==> config.mk <==
export PLATFORM = sky130hd
export DESIGN_NAME = spi_ready_slave
export DESIGN_NICKNAME = d
export VERILOG_FILES = /design/src/rtl/spi_rdy_pkg.sv /design/src/rtl/spi_sync.sv /design/src/rtl/spi_frame.sv /design/src/rtl/spi_ready_track.sv /design/src/rtl/spi_ready_slave.sv
export SDC_FILE = /design/constraint.sdc
export NUM_CORES = 1
export LEC_CHECK = 0
export ABC_AREA = 1
export BUFFER_PORTS_ARGS = -buffer_cell sky130_fd_sc_hd__buf_4
export CELL_PAD_IN_SITES_DETAIL_PLACEMENT = 0
export CELL_PAD_IN_SITES_GLOBAL_PLACEMENT = 2
export CORE_UTILIZATION = 39
export DETAILED_ROUTE_END_ITERATION = 8
export PLACE_DENSITY = 0.92
export REMOVE_ABC_BUFFERS = 1
export SETUP_SLACK_MARGIN = 0.2
export SYNTH_ARGS = -nofsm -noshare
export SYNTH_HDL_FRONTEND = slang
export SYNTH_SLANG_ARGS = --single-unit
==> constraint.sdc <==
create_clock -name clk -period 2.95 [get_ports clk]
set_input_delay 0 -clock clk [delete_from_list [all_inputs] [get_ports clk]]
set_output_delay 0 -clock clk [all_outputs]
set_load 0.005 [all_outputs]
==> src/rtl/spi_rdy_pkg.sv <==
package spi_rdy_pkg;
  localparam int unsigned WORD_W = 16;
  localparam int unsigned CFG_PU_BIT = 0;
  localparam int unsigned CFG_CONT_BIT = 1;
  localparam logic [WORD_W-1:0] CFG_RESET = 16'h0001;

  // cycle, counted from result acceptance, at which the ready flag is withdrawn
  function automatic int unsigned withdraw_point(int unsigned period, int unsigned lead);
    return (period > lead) ? period - lead : 0;
  endfunction
endpackage

==> src/rtl/spi_sync.sv <==
module spi_sync #(
  parameter int unsigned N = 3,
  parameter logic [N-1:0] RST_VAL = '0
) (
  input  logic         clk,
  input  logic         rst_n,
  input  logic [N-1:0] d_i,
  output logic [N-1:0] q_o
);
  logic [N-1:0] s1_q, s2_q;
  for (genvar i = 0; i < N; i++) begin : g_bit
    always_ff @(posedge clk or negedge rst_n) begin
      if (!rst_n) begin
        s1_q[i] <= RST_VAL[i];
        s2_q[i] <= RST_VAL[i];
      end else begin
        s1_q[i] <= d_i[i];
        s2_q[i] <= s1_q[i];
      end
    end
  end
  assign q_o = s2_q;
endmodule

==> src/rtl/spi_frame.sv <==
module spi_frame #(
  parameter int unsigned W = 16,
  parameter int unsigned TIMEOUT_CYC = 200
) (
  input  logic         clk,
  input  logic         rst_n,
  input  logic         cs_act,
  input  logic         sclk_s,
  input  logic         mosi_s,
  input  logic [W-1:0] result,
  output logic         busy,
  output logic         tx_bit,
  output logic [W-1:0] rx_word,
  output logic         frame_done,
  output logic         frame_abort
);
  localparam int unsigned CW = $clog2(W + 1);
  localparam int unsigned TW = $clog2(TIMEOUT_CYC + 1);

  logic          sclk_d, busy_q;
  logic [CW-1:0] bitcnt_q;
  logic [TW-1:0] idle_q;
  logic [W-1:0]  tx_sh_q, rx_sh_q;

  // named events for the assertions and the tracker
  logic sclk_rise, sclk_fall, start, timeout_hit;
  assign sclk_rise   = sclk_s & ~sclk_d;
  assign sclk_fall   = ~sclk_s & sclk_d;
  assign start       = cs_act & sclk_rise & ~busy_q;
  assign timeout_hit = busy_q & (idle_q == TW'(TIMEOUT_CYC));
  assign frame_abort = busy_q & (~cs_act | timeout_hit);
  assign frame_done  = busy_q & cs_act & ~timeout_hit & sclk_fall
                       & (bitcnt_q == CW'(W - 1));
  assign rx_word     = {rx_sh_q[W-2:0], mosi_s};
  assign busy        = busy_q;
  assign tx_bit      = tx_sh_q[W-1];

  always_ff @(posedge clk or negedge rst_n) begin
    if (!rst_n) begin
      sclk_d   <= 1'b0;
      busy_q   <= 1'b0;
      bitcnt_q <= '0;
      idle_q   <= '0;
      tx_sh_q  <= '0;
      rx_sh_q  <= '0;
    end else begin
      sclk_d <= sclk_s;
      if (busy_q && !sclk_s && idle_q < TW'(TIMEOUT_CYC)) idle_q <= idle_q + 1'b1;
      else if (!busy_q || sclk_s)                         idle_q <= '0;

      if (frame_abort) begin
        busy_q   <= 1'b0;
        bitcnt_q <= '0;
      end else if (start) begin
        busy_q  <= 1'b1;
        tx_sh_q <= result;
      end else if (busy_q) begin
        if (sclk_rise) tx_sh_q <= tx_sh_q << 1;
        if (sclk_fall) begin
          rx_sh_q <= rx_word;
          if (frame_done) begin
            busy_q   <= 1'b0;
            bitcnt_q <= '0;
          end else begin
            bitcnt_q <= bitcnt_q + 1'b1;
          end
        end
      end
    end
  end

  assert_deselect_R1: assert property (@(posedge clk) disable iff (!rst_n)
    !cs_act |=> (!busy_q && bitcnt_q == '0));
  assert_bitcount_R3: assert property (@(posedge clk) disable iff (!rst_n)
    bitcnt_q < CW'(W));
  assert_frozen_R4: assert property (@(posedge clk) disable iff (!rst_n)
    (busy_q && !sclk_rise) |=> $stable(tx_sh_q));
  assert_timeout_R6: assert property (@(posedge clk) disable iff (!rst_n)
    timeout_hit |=> !busy_q);
endmodule

==> src/rtl/spi_ready_track.sv <==
module spi_ready_track
  import spi_rdy_pkg::*;
#(
  parameter int unsigned W = 16,
  parameter int unsigned PERIOD_CYC = 300,
  parameter int unsigned LEAD_CYC = 40
) (
  input  logic         clk,
  input  logic         rst_n,
  input  logic         busy,
  input  logic         frame_done,
  input  logic         frame_abort,
  input  logic         res_valid,
  input  logic [W-1:0] res_data,
  input  logic         cont_en,
  output logic         ready,
  output logic [W-1:0] result
);
  localparam int unsigned PW    = $clog2(PERIOD_CYC + 1);
  localparam int unsigned WD_AT = withdraw_point(PERIOD_CYC, LEAD_CYC);

  logic          ready_q, pend_v_q;
  logic [W-1:0]  result_q, pend_q;
  logic [PW-1:0] timer_q;

  logic frame_end, promote, direct, wd_fire;
  assign frame_end = frame_done | frame_abort;
  assign promote   = frame_end & (res_valid | pend_v_q);
  assign direct    = ~frame_end & ~busy & res_valid;
  assign wd_fire   = cont_en & ready_q & ~busy & ~frame_end & ~direct
                     & (timer_q >= PW'(WD_AT));

  always_ff @(posedge clk or negedge rst_n) begin
    if (!rst_n) begin
      ready_q  <= 1'b0;
      pend_v_q <= 1'b0;
      result_q <= '0;
      pend_q   <= '0;
      timer_q  <= '0;
    end else begin
      if (timer_q < PW'(PERIOD_CYC)) timer_q <= timer_q + 1'b1;
      if (frame_end) begin
        pend_v_q <= 1'b0;
        if (promote) begin
          result_q <= res_valid ? res_data : pend_q;
          ready_q  <= 1'b1;
          timer_q  <= '0;
        end else if (frame_done) begin
          ready_q <= 1'b0;
        end
      end else if (direct) begin
        result_q <= res_data;
        ready_q  <= 1'b1;
        timer_q  <= '0;
      end else if (res_valid) begin
        pend_q   <= res_data;
        pend_v_q <= 1'b1;
      end else if (wd_fire) begin
        ready_q <= 1'b0;
      end
    end
  end

  assign ready  = ready_q;
  assign result = result_q;

  assert_pending_R4: assert property (@(posedge clk) disable iff (!rst_n)
    promote |=> ready_q);
  assert_read_clears_R5: assert property (@(posedge clk) disable iff (!rst_n)
    (frame_done && !promote) |=> !ready_q);
  assert_withdraw_R7: assert property (@(posedge clk) disable iff (!rst_n)
    wd_fire |=> !ready_q);
  assert_no_withdraw_R7: assert property (@(posedge clk) disable iff (!rst_n)
    (!cont_en && ready_q && !frame_end) |=> ready_q);
endmodule

==> src/rtl/spi_ready_slave.sv <==
module spi_ready_slave
  import spi_rdy_pkg::*;
#(
  parameter int unsigned TIMEOUT_CYC = 200,
  parameter int unsigned PERIOD_CYC = 300,
  parameter int unsigned LEAD_CYC = 40
) (
  input  logic              clk,
  input  logic              rst_n,
  input  logic              sclk_i,
  input  logic              csn_i,
  input  logic              mosi_i,
  input  logic              res_valid_i,
  input  logic [WORD_W-1:0] res_data_i,
  output logic              miso_o,
  output logic              miso_oe_o,
  output logic              miso_pu_o,
  output logic [WORD_W-1:0] cfg_o
);
  logic [2:0]        pins_s;
  logic              sclk_s, csn_s, mosi_s, cs_act;
  logic              busy, tx_bit, frame_done, frame_abort, ready;
  logic [WORD_W-1:0] rx_word, result, cfg_q;

  spi_sync #(.N(3), .RST_VAL(3'b010)) u_sync (
    .clk(clk), .rst_n(rst_n), .d_i({mosi_i, csn_i, sclk_i}), .q_o(pins_s));
  assign {mosi_s, csn_s, sclk_s} = pins_s;
  assign cs_act = ~csn_s;

  spi_frame #(.W(WORD_W), .TIMEOUT_CYC(TIMEOUT_CYC)) u_frame (
    .clk(clk), .rst_n(rst_n), .cs_act(cs_act), .sclk_s(sclk_s), .mosi_s(mosi_s),
    .result(result), .busy(busy), .tx_bit(tx_bit), .rx_word(rx_word),
    .frame_done(frame_done), .frame_abort(frame_abort));

  spi_ready_track #(.W(WORD_W), .PERIOD_CYC(PERIOD_CYC), .LEAD_CYC(LEAD_CYC)) u_track (
    .clk(clk), .rst_n(rst_n), .busy(busy), .frame_done(frame_done),
    .frame_abort(frame_abort), .res_valid(res_valid_i), .res_data(res_data_i),
    .cont_en(cfg_q[CFG_CONT_BIT]), .ready(ready), .result(result));

  always_ff @(posedge clk or negedge rst_n) begin
    if (!rst_n)          cfg_q <= CFG_RESET;
    else if (frame_done) cfg_q <= rx_word;
  end

  assign cfg_o     = cfg_q;
  assign miso_oe_o = cs_act;
  assign miso_pu_o = ~cs_act & cfg_q[CFG_PU_BIT];
  assign miso_o    = !cs_act ? 1'b1 : (busy ? tx_bit : ~ready);

  assert_pullup_R8: assert property (@(posedge clk) disable iff (!rst_n)
    !(miso_pu_o && miso_oe_o));
  assert_cfg_write_R3: assert property (@(posedge clk) disable iff (!rst_n)
    !frame_done |=> $stable(cfg_q));
endmodule

==> qor.txt, run 1 <==
status = completed
mean number of vias per cell = 4.774
H-tree levels = 3
total power = 4.287 mW
share of cells above drive strength 1 = 11.84%
biggest area consumer among synthesized cells = dfrtp_1
routed wire length per instance = 12.38 um
Final WS setup = 744.0 ps
ant diodes = 0
dpl cells = 813
post-route ant nets = 0
Synth Register Bits = 111
unrepaired setup endpoints after global routing = false
Total GRT Usage = 16.89%
most numerous cell in the Yosys netlist = nand2_1
Worst R2R Path Depth = 11
Slew headroom = 52.27%
initial core utilization = 40.46%
crit path DAT = 2480 ps
DIE HEIGHT = 116.9 um
Post-Syn Area = 5147 um2
TritonCTS Buffers = 9
Setup CP Type = register to register
Lkg Pwr = 2.949 nW
multi-input logic area = 1908 um2
sequential share of the synthesized area = 54.04%
Fin. Hold Viols = 0
Worst R2R Start = u_frame.idle_q[0]$_DFFE_PN0P_
post-layout minimum cycle time = 2206 ps
synth top area cells = dfrtp_1 (53%), nand2_1 (14%), o21ai_0 (6.4%)
area grow syn2layout = 16.04%
CP Launch Type = register
final cell count without fillers = 839
# clock sinks = 111
synth warn = 0
pwr/cell area = 717.7 nW/um2
Clock Tree Buf Depth = 2
DRC violations left = 0
Place WS = 746.7 ps
top_reg_cell synth = dfrtp_1
WL final = 10390 um
core outline area = 12720 um2
synthesized area per cell = 8.236 um2
initial antenna violation count = 0
cts repair resizes = 0
Finished Core Util = 46.95%
number of synthesized flops with an enable pin = 0
largest net degree at the start of global routing = 59
CP startpoint = u_frame.idle_q[0]$_DFFE_PN0P_
clk slew on worst S/H paths = 70 ps
GRT overflow = 0
Post-CTS Hold Buffers = 10
WP data required = 3220 ps
RePlAce Congestion = 0.7813
Post-Synthesis Cells = 625
DR vias = 4005
Synth cell types = 33
post-route clock period utilization = 74.78%
nets = 688
fraction of registers with async set/reset = 100.0%
Critical Path Sink = u_track.pend_q[10]$_DFFE_PN0P_
Worst Setup End Kind = register
Register Area = 2781 um2
worst flop-to-flop path endpoint = u_track.pend_q[10]$_DFFE_PN0P_
Detailed Routing Iterations Pass 1 = 4
DR iter-0 viols = 158
top cell type's share of synthesized area = 52.50%
# IOs = 41
Die Wd = 116.9 um
setup violators final = 0
Worst Skew = 6.851 ps
vias in the first global route = 3866
hpwl dp = 6942 um
DIE AREA = 13660 um2
FILL cells = 1321
row cnt = 41
setup_tns = 0 ps
Setup Buffers After CTS = 0
top cells by count, synth = nand2_1 (198), dfrtp_1 (108), inv_1 (76)
max-cap violations = 0
PortBufs = 40
first-pass GRT wire length = 18000 um
peak supply drop = 282.9 uV
crit-path max FO = 32
R2R setup slack = 740 ps
maximum clock rate = 453.3 MHz
fin. max-slew vios = 0
TritonCTS clock tree = done
Hold WC Path Type = input pin to register
clk_lat worst skew = 350 ps
Slew @ Worst Pin = 715.9 ps
clock root buffer master = clkbuf_16
==> report_power, final <==
group          total (mW)  switching, mW  internal [mW]
logic               0.956          0.620          0.336
clock network        1.28          0.585          0.696
registers            2.05          0.169           1.88
total                4.29           1.37           2.91
==> stage by stage <==
stage               hold WS [ps]  instance area (um2)
global placement           109.1                 5559
CTS                       0.6081                 5973
detailed placement         103.5                 5559
global route               35.58                 5973
finish                     3.847                 5973
floorplan                 -295.6                 4986
==> per-layer routing <==
metal | vias up | global-route usage, % | wire length [um]
li1 | 2051 | - | -
met1 | 1899 | 22.82 | 5151
met2 | 44 | 26.67 | 4716
met3 | 11 | 4.068 | 366
met4 | 0 | 5.907 | 154
met5 | - | 0 | 0
==> cells in the final DEF, fill, tap and decap left out <==
master	instances
a211oi_1	1
a21boi_0	1
a21oi_1	7
buf_12	1
buf_4	45
bufinv_16	1
clkbuf_16	9
clkbuf_8	1
clkinv_4	1
clkinvlp_4	1
dfrtp_1	108
dfstp_2	3
dlygate4sd3_1	10
ha_1	4
inv_1	76
inv_2	3
inv_6	2
inv_8	1
nand2_1	198
nand2_2	6
nand2_4	1
nand3_1	29
nand3_2	1
nand4_1	3
nand4_4	1
nor2_1	27
nor2_4	1
nor3_1	4
nor3_2	1
nor4_1	1
o211ai_1	15
o21a_1	2
o21ai_0	66
o21ai_1	25
o22ai_1	3
o32ai_1	1
xnor2_1	3
xor2_1	4
==> flip-flops by register name (all words and copies together) (netlist names) <==
name / flops
cfg_o: 16
u_frame.tx_sh_q: 16
u_track.pend_q: 16
u_track.result: 16
u_frame.rx_sh_q: 15
u_track.timer_q: 9
u_frame.idle_q: 8
u_frame.bitcnt_q: 5
u_sync.q_o: 3
u_sync.s1_q: 3
u_frame.busy: 1
u_frame.sclk_d: 1
u_track.pend_v_q: 1
u_track.ready: 1
==> worst min-delay path by stage <==
stage	from	slack, ps	cells after the start	to
6_report	res_data_i[8]	4	5	u_track.result[8]$_DFFE_PN0P_
5_1_grt	res_data_i[5]	40	5	u_track.result[5]$_DFFE_PN0P_
4_1_cts	res_data_i[8]	0.6	5	u_track.result[8]$_DFFE_PN0P_
3_5_place_dp	rst_n	100	1	u_track.timer_q[0]$_DFF_PN0_
3_3_place_gp	rst_n	110	1	u_track.timer_q[0]$_DFF_PN0_
2_1_floorplan	rst_n	-300	0	cfg_o[10]$_DFFE_PN0P_
==> critical path: stages (launching register included) <==
cell     delay, ps
dfrtp_1        410
inv_1           60
ha_1           190
nand2_1         60
nor2_1          50
nand2_2        100
nand2_2         80
nand2_2        380
nand3_2        170
inv_2          410
nand2_1        100
o21ai_1        100
==> kinds of logic (layout without fill, tap and decap cells) <==
logic type               after synthesis  in the layout  synth area share, %
adder cells (fa/ha/maj)                4              4               0.9723
flip-flops                           111            111                54.04
XOR/XNOR                               7              7                1.191
buffers and inverters                109            151                8.896
AND/OR/NAND/NOR                      273            273                22.07
AO/OA/AOI/OAI                        121            121                12.83
==> area by class of cell <==
class | count | share of cell area [%]
timing repair buffer | 56 | 7.667
clock buffer | 10 | 4.001
tap | 172 | 3.603
multi-input combinational | 405 | 31.94
sequential | 111 | 46.56
clock inverter | 6 | 1.257
inverter | 79 | 4.964
Note: power is estimated with default switching activity, not from simulation.
==> run 2: changes to the inputs <==
--- a/config.mk
+++ b/config.mk
@@ -9,9 +9,9 @@
 export BUFFER_PORTS_ARGS = -buffer_cell sky130_fd_sc_hd__buf_4
 export CELL_PAD_IN_SITES_DETAIL_PLACEMENT = 0
 export CELL_PAD_IN_SITES_GLOBAL_PLACEMENT = 2
-export CORE_UTILIZATION = 39
+export CORE_UTILIZATION = 36
 export DETAILED_ROUTE_END_ITERATION = 8
-export PLACE_DENSITY = 0.92
+export PLACE_DENSITY = 0.86
 export REMOVE_ABC_BUFFERS = 1
 export SETUP_SLACK_MARGIN = 0.2
 export SYNTH_ARGS = -nofsm -noshare
==> constraint.sdc (replaced) <==
create_clock -name clk -period 2.15 [get_ports clk]
set_input_delay 0 -clock clk [delete_from_list [all_inputs] [get_ports clk]]
set_output_delay 0 -clock clk [all_outputs]
set_load 0.005 [all_outputs]
==> run 2 against run 1 <==
  * Total power increased by 35%
  * Register-to-register slack got worse by 390 ps
  * Critical path depth unchanged
  * Clock power increased by 27%
  * Sequential cell count unchanged
  * Global-route usage decreased by 0.72 points
  * Final area increased by 0.44%
  * Largest cell class unchanged
==> qor.txt, run 2 (synthesis results as in run 1) <==
status = completed
ant diodes = 0 (unchanged)
pwr/cell area = 967.9 nW/um2 (+35%)
RePlAce Congestion = 0.8179 (+4.7%)
Setup CP Type = register to register
total power = 5.807 mW (+35%)
WP data required = 2380 ps (-840 ps)
fin. max-slew vios = 0 (unchanged)
initial core utilization = 36.94% (-3.5 points)
final cell count without fillers = 850 (+1.3%)
share of cells above drive strength 1 = 12.39% (+0.54 points)
multi-input logic area = 1922 um2 (+0.72%)
Clock Tree Buf Depth = 2 (unchanged)
DIE HEIGHT = 121.6 um (+4.0%)
worst path cell trace = inv_1 -> ha_1 -> nand2_1 -> nor2_1 -> nand2_2 -> nand2_2 -> nand2_2 -> nand3_2 -> nand2_2 -> nand2_1 -> nand2_1
Lkg Pwr = 2.959 nW (+0.36%)
Final WS setup = 354.7 ps (-389.3 ps)
area grow syn2layout = 16.55%
DIE AREA = 14780 um2 (+8.2%)
largest net degree at the start of global routing = 51 (-14%)
routed wire length per instance = 12.72 um (+2.7%)
max-cap violations = 0 (unchanged)
initial antenna violation count = 0 (unchanged)
Detailed Routing Iterations Pass 1 = 4 (unchanged)
maximum clock rate = 557.0 MHz (+23%)
first-pass GRT wire length = 18860 um (+4.8%)
H-tree levels = 3 (unchanged)
Hold WC Path Type = input pin to register
CP Launch Type = register
post-route ant nets = 0 (unchanged)
crit-path max FO = 17 (-47%)
Crit path largest cell delay = 400 ps (about the same)
DR vias = 3970 (-0.87%)
Slew headroom = 54.70% (+2.4 points)
CP max stage cell = dfrtp_1
core outline area = 13930 um2 (+9.5%)
crit path DAT = 2030 ps (-450 ps)
GRT overflow = 0 (unchanged)
unrepaired setup endpoints after global routing = true
R2R setup slack = 350 ps (-390 ps)
Slew @ Worst Pin = 672.4 ps (-43.52 ps)
TritonCTS clock tree = done
clock root buffer master = clkbuf_16
Worst Setup End Kind = register
Die Wd = 121.6 um (+4.0%)
PortBufs = 40 (unchanged)
Register Area = 2781 um2 (unchanged)
FILL cells = 1414 (+7.0%)
vias in the first global route = 3885 (+0.49%)
Worst Skew = 5.775 ps (-1.076 ps)
# IOs = 41 (unchanged)
Total GRT Usage = 16.17% (-0.72 points)
row cnt = 43 (+4.9%)
hpwl dp = 7490 um (+7.9%)
# clock sinks = 111 (unchanged)
most common cell type on the critical path = nand2_2
mean number of vias per cell = 4.671 (-2.2%)
post-layout minimum cycle time = 1795 ps (-410.7 ps)
TritonCTS Buffers = 9 (unchanged)
post-route clock period utilization = 83.50% (+8.7 points)
most frequent cells in the layout = nand2_1 (198), dfrtp_1 (108), inv_1 (76)
dpl cells = 826 (+1.6%)
clk slew on worst S/H paths = 70 ps (about the same)
setup violators final = 0 (unchanged)
clk_lat worst skew = 340 ps (about the same)
WL final = 10810 um (+4.0%)
Finished Core Util = 43.05% (-3.9 points)
DRC violations left = 0 (unchanged)
Fin. Hold Viols = 0 (unchanged)
most common cell after layout, fill and taps aside = nand2_1
nets = 691 (+0.44%)
Place WS = 187.7 ps (-559.0 ps)
DR iter-0 viols = 230 (+46%)
peak supply drop = 385.2 uV (+36%)
-- run 2: layout make-up --
| cell class | instances | share of cell area, % |
|---|---|---|
| clock buffers | 14 | 4.734 |
| clock inverters | 2 | 0.2086 |
| inverters | 79 | 4.984 |
| multi-input cells | 405 | 32.03 |
| flip-flops and latches | 111 | 46.36 |
| well taps | 180 | 3.754 |
| repair buffers | 59 | 7.925 |
-- run 2: path summary, 6_finish.rpt --
| kind | start | to | cells past startpoint |
|---|---|---|---|
| hold reg to reg | u_sync.s1_q[2]$_DFF_PN0_ | u_sync.q_o[2]$_DFF_PN0_ | 0 |
| hold / removal | res_data_i[11] | u_track.result[11]$_DFFE_PN0P_ | 5 |
| setup / recovery | u_frame.idle_q[1]$_DFFE_PN0P_ | u_track.result[8]$_DFFE_PN0P_ | 11 |
| max in group asynchronous | rst_n | cfg_o[10]$_DFFE_PN0P_ | 3 |
| setup reg to reg | u_frame.idle_q[1]$_DFFE_PN0P_ | u_track.result[8]$_DFFE_PN0P_ | 11 |
| min in group asynchronous | rst_n | u_frame.idle_q[6]$_DFFE_PN0P_ | 2 |
-- run 2: per-stage QoR --
stage                     instance area (um2)  TNS, ps  hold slack [ps]
after floorplan                          4986   -255.7           -295.6
after global placement                   5607        0            2.328
after detailed placement                 5607        0            9.414
after CTS                                5988        0            1.233
after global routing                     6000        0            20.98
final                                    6000        0            4.126
-- run 2: timing repair --
item                       in CTS  in global routing
resized for setup               1                  3
pin swaps                       0                  0
setup buffers                   0                  0
hold endpoints to repair       42                  0
setup endpoints to repair       7                 39
hold buffers                    8                  0
-- run 2: power breakdown --
part	switching [mW]	internal [mW]
logic	0.872	0.483
registers	0.235	2.58
clock network	0.722	0.913
total	1.83	3.98
-- run 2: worst max-delay path: cells and delay by family, from the launching register on --
family	cells	cell delay, ps
adders and majority gates	1	140
buffers and inverters	1	80
DFF	1	400
and+or+nand+nor	9	1060
-- run 2: routing by layer --
layer / GRT usage [%] / part of all wire (%) / wire, um / vias to the layer above
met3: 4.307 / 4.1 / 442 / 8
met2: 26.14 / 46 / 4928 / 46
li1: - / - / - / 2061
met5: 0 / 0 / 0 / -
met4: 4.167 / 1.1 / 116 / 0
met1: 21.47 / 49 / 5321 / 1855
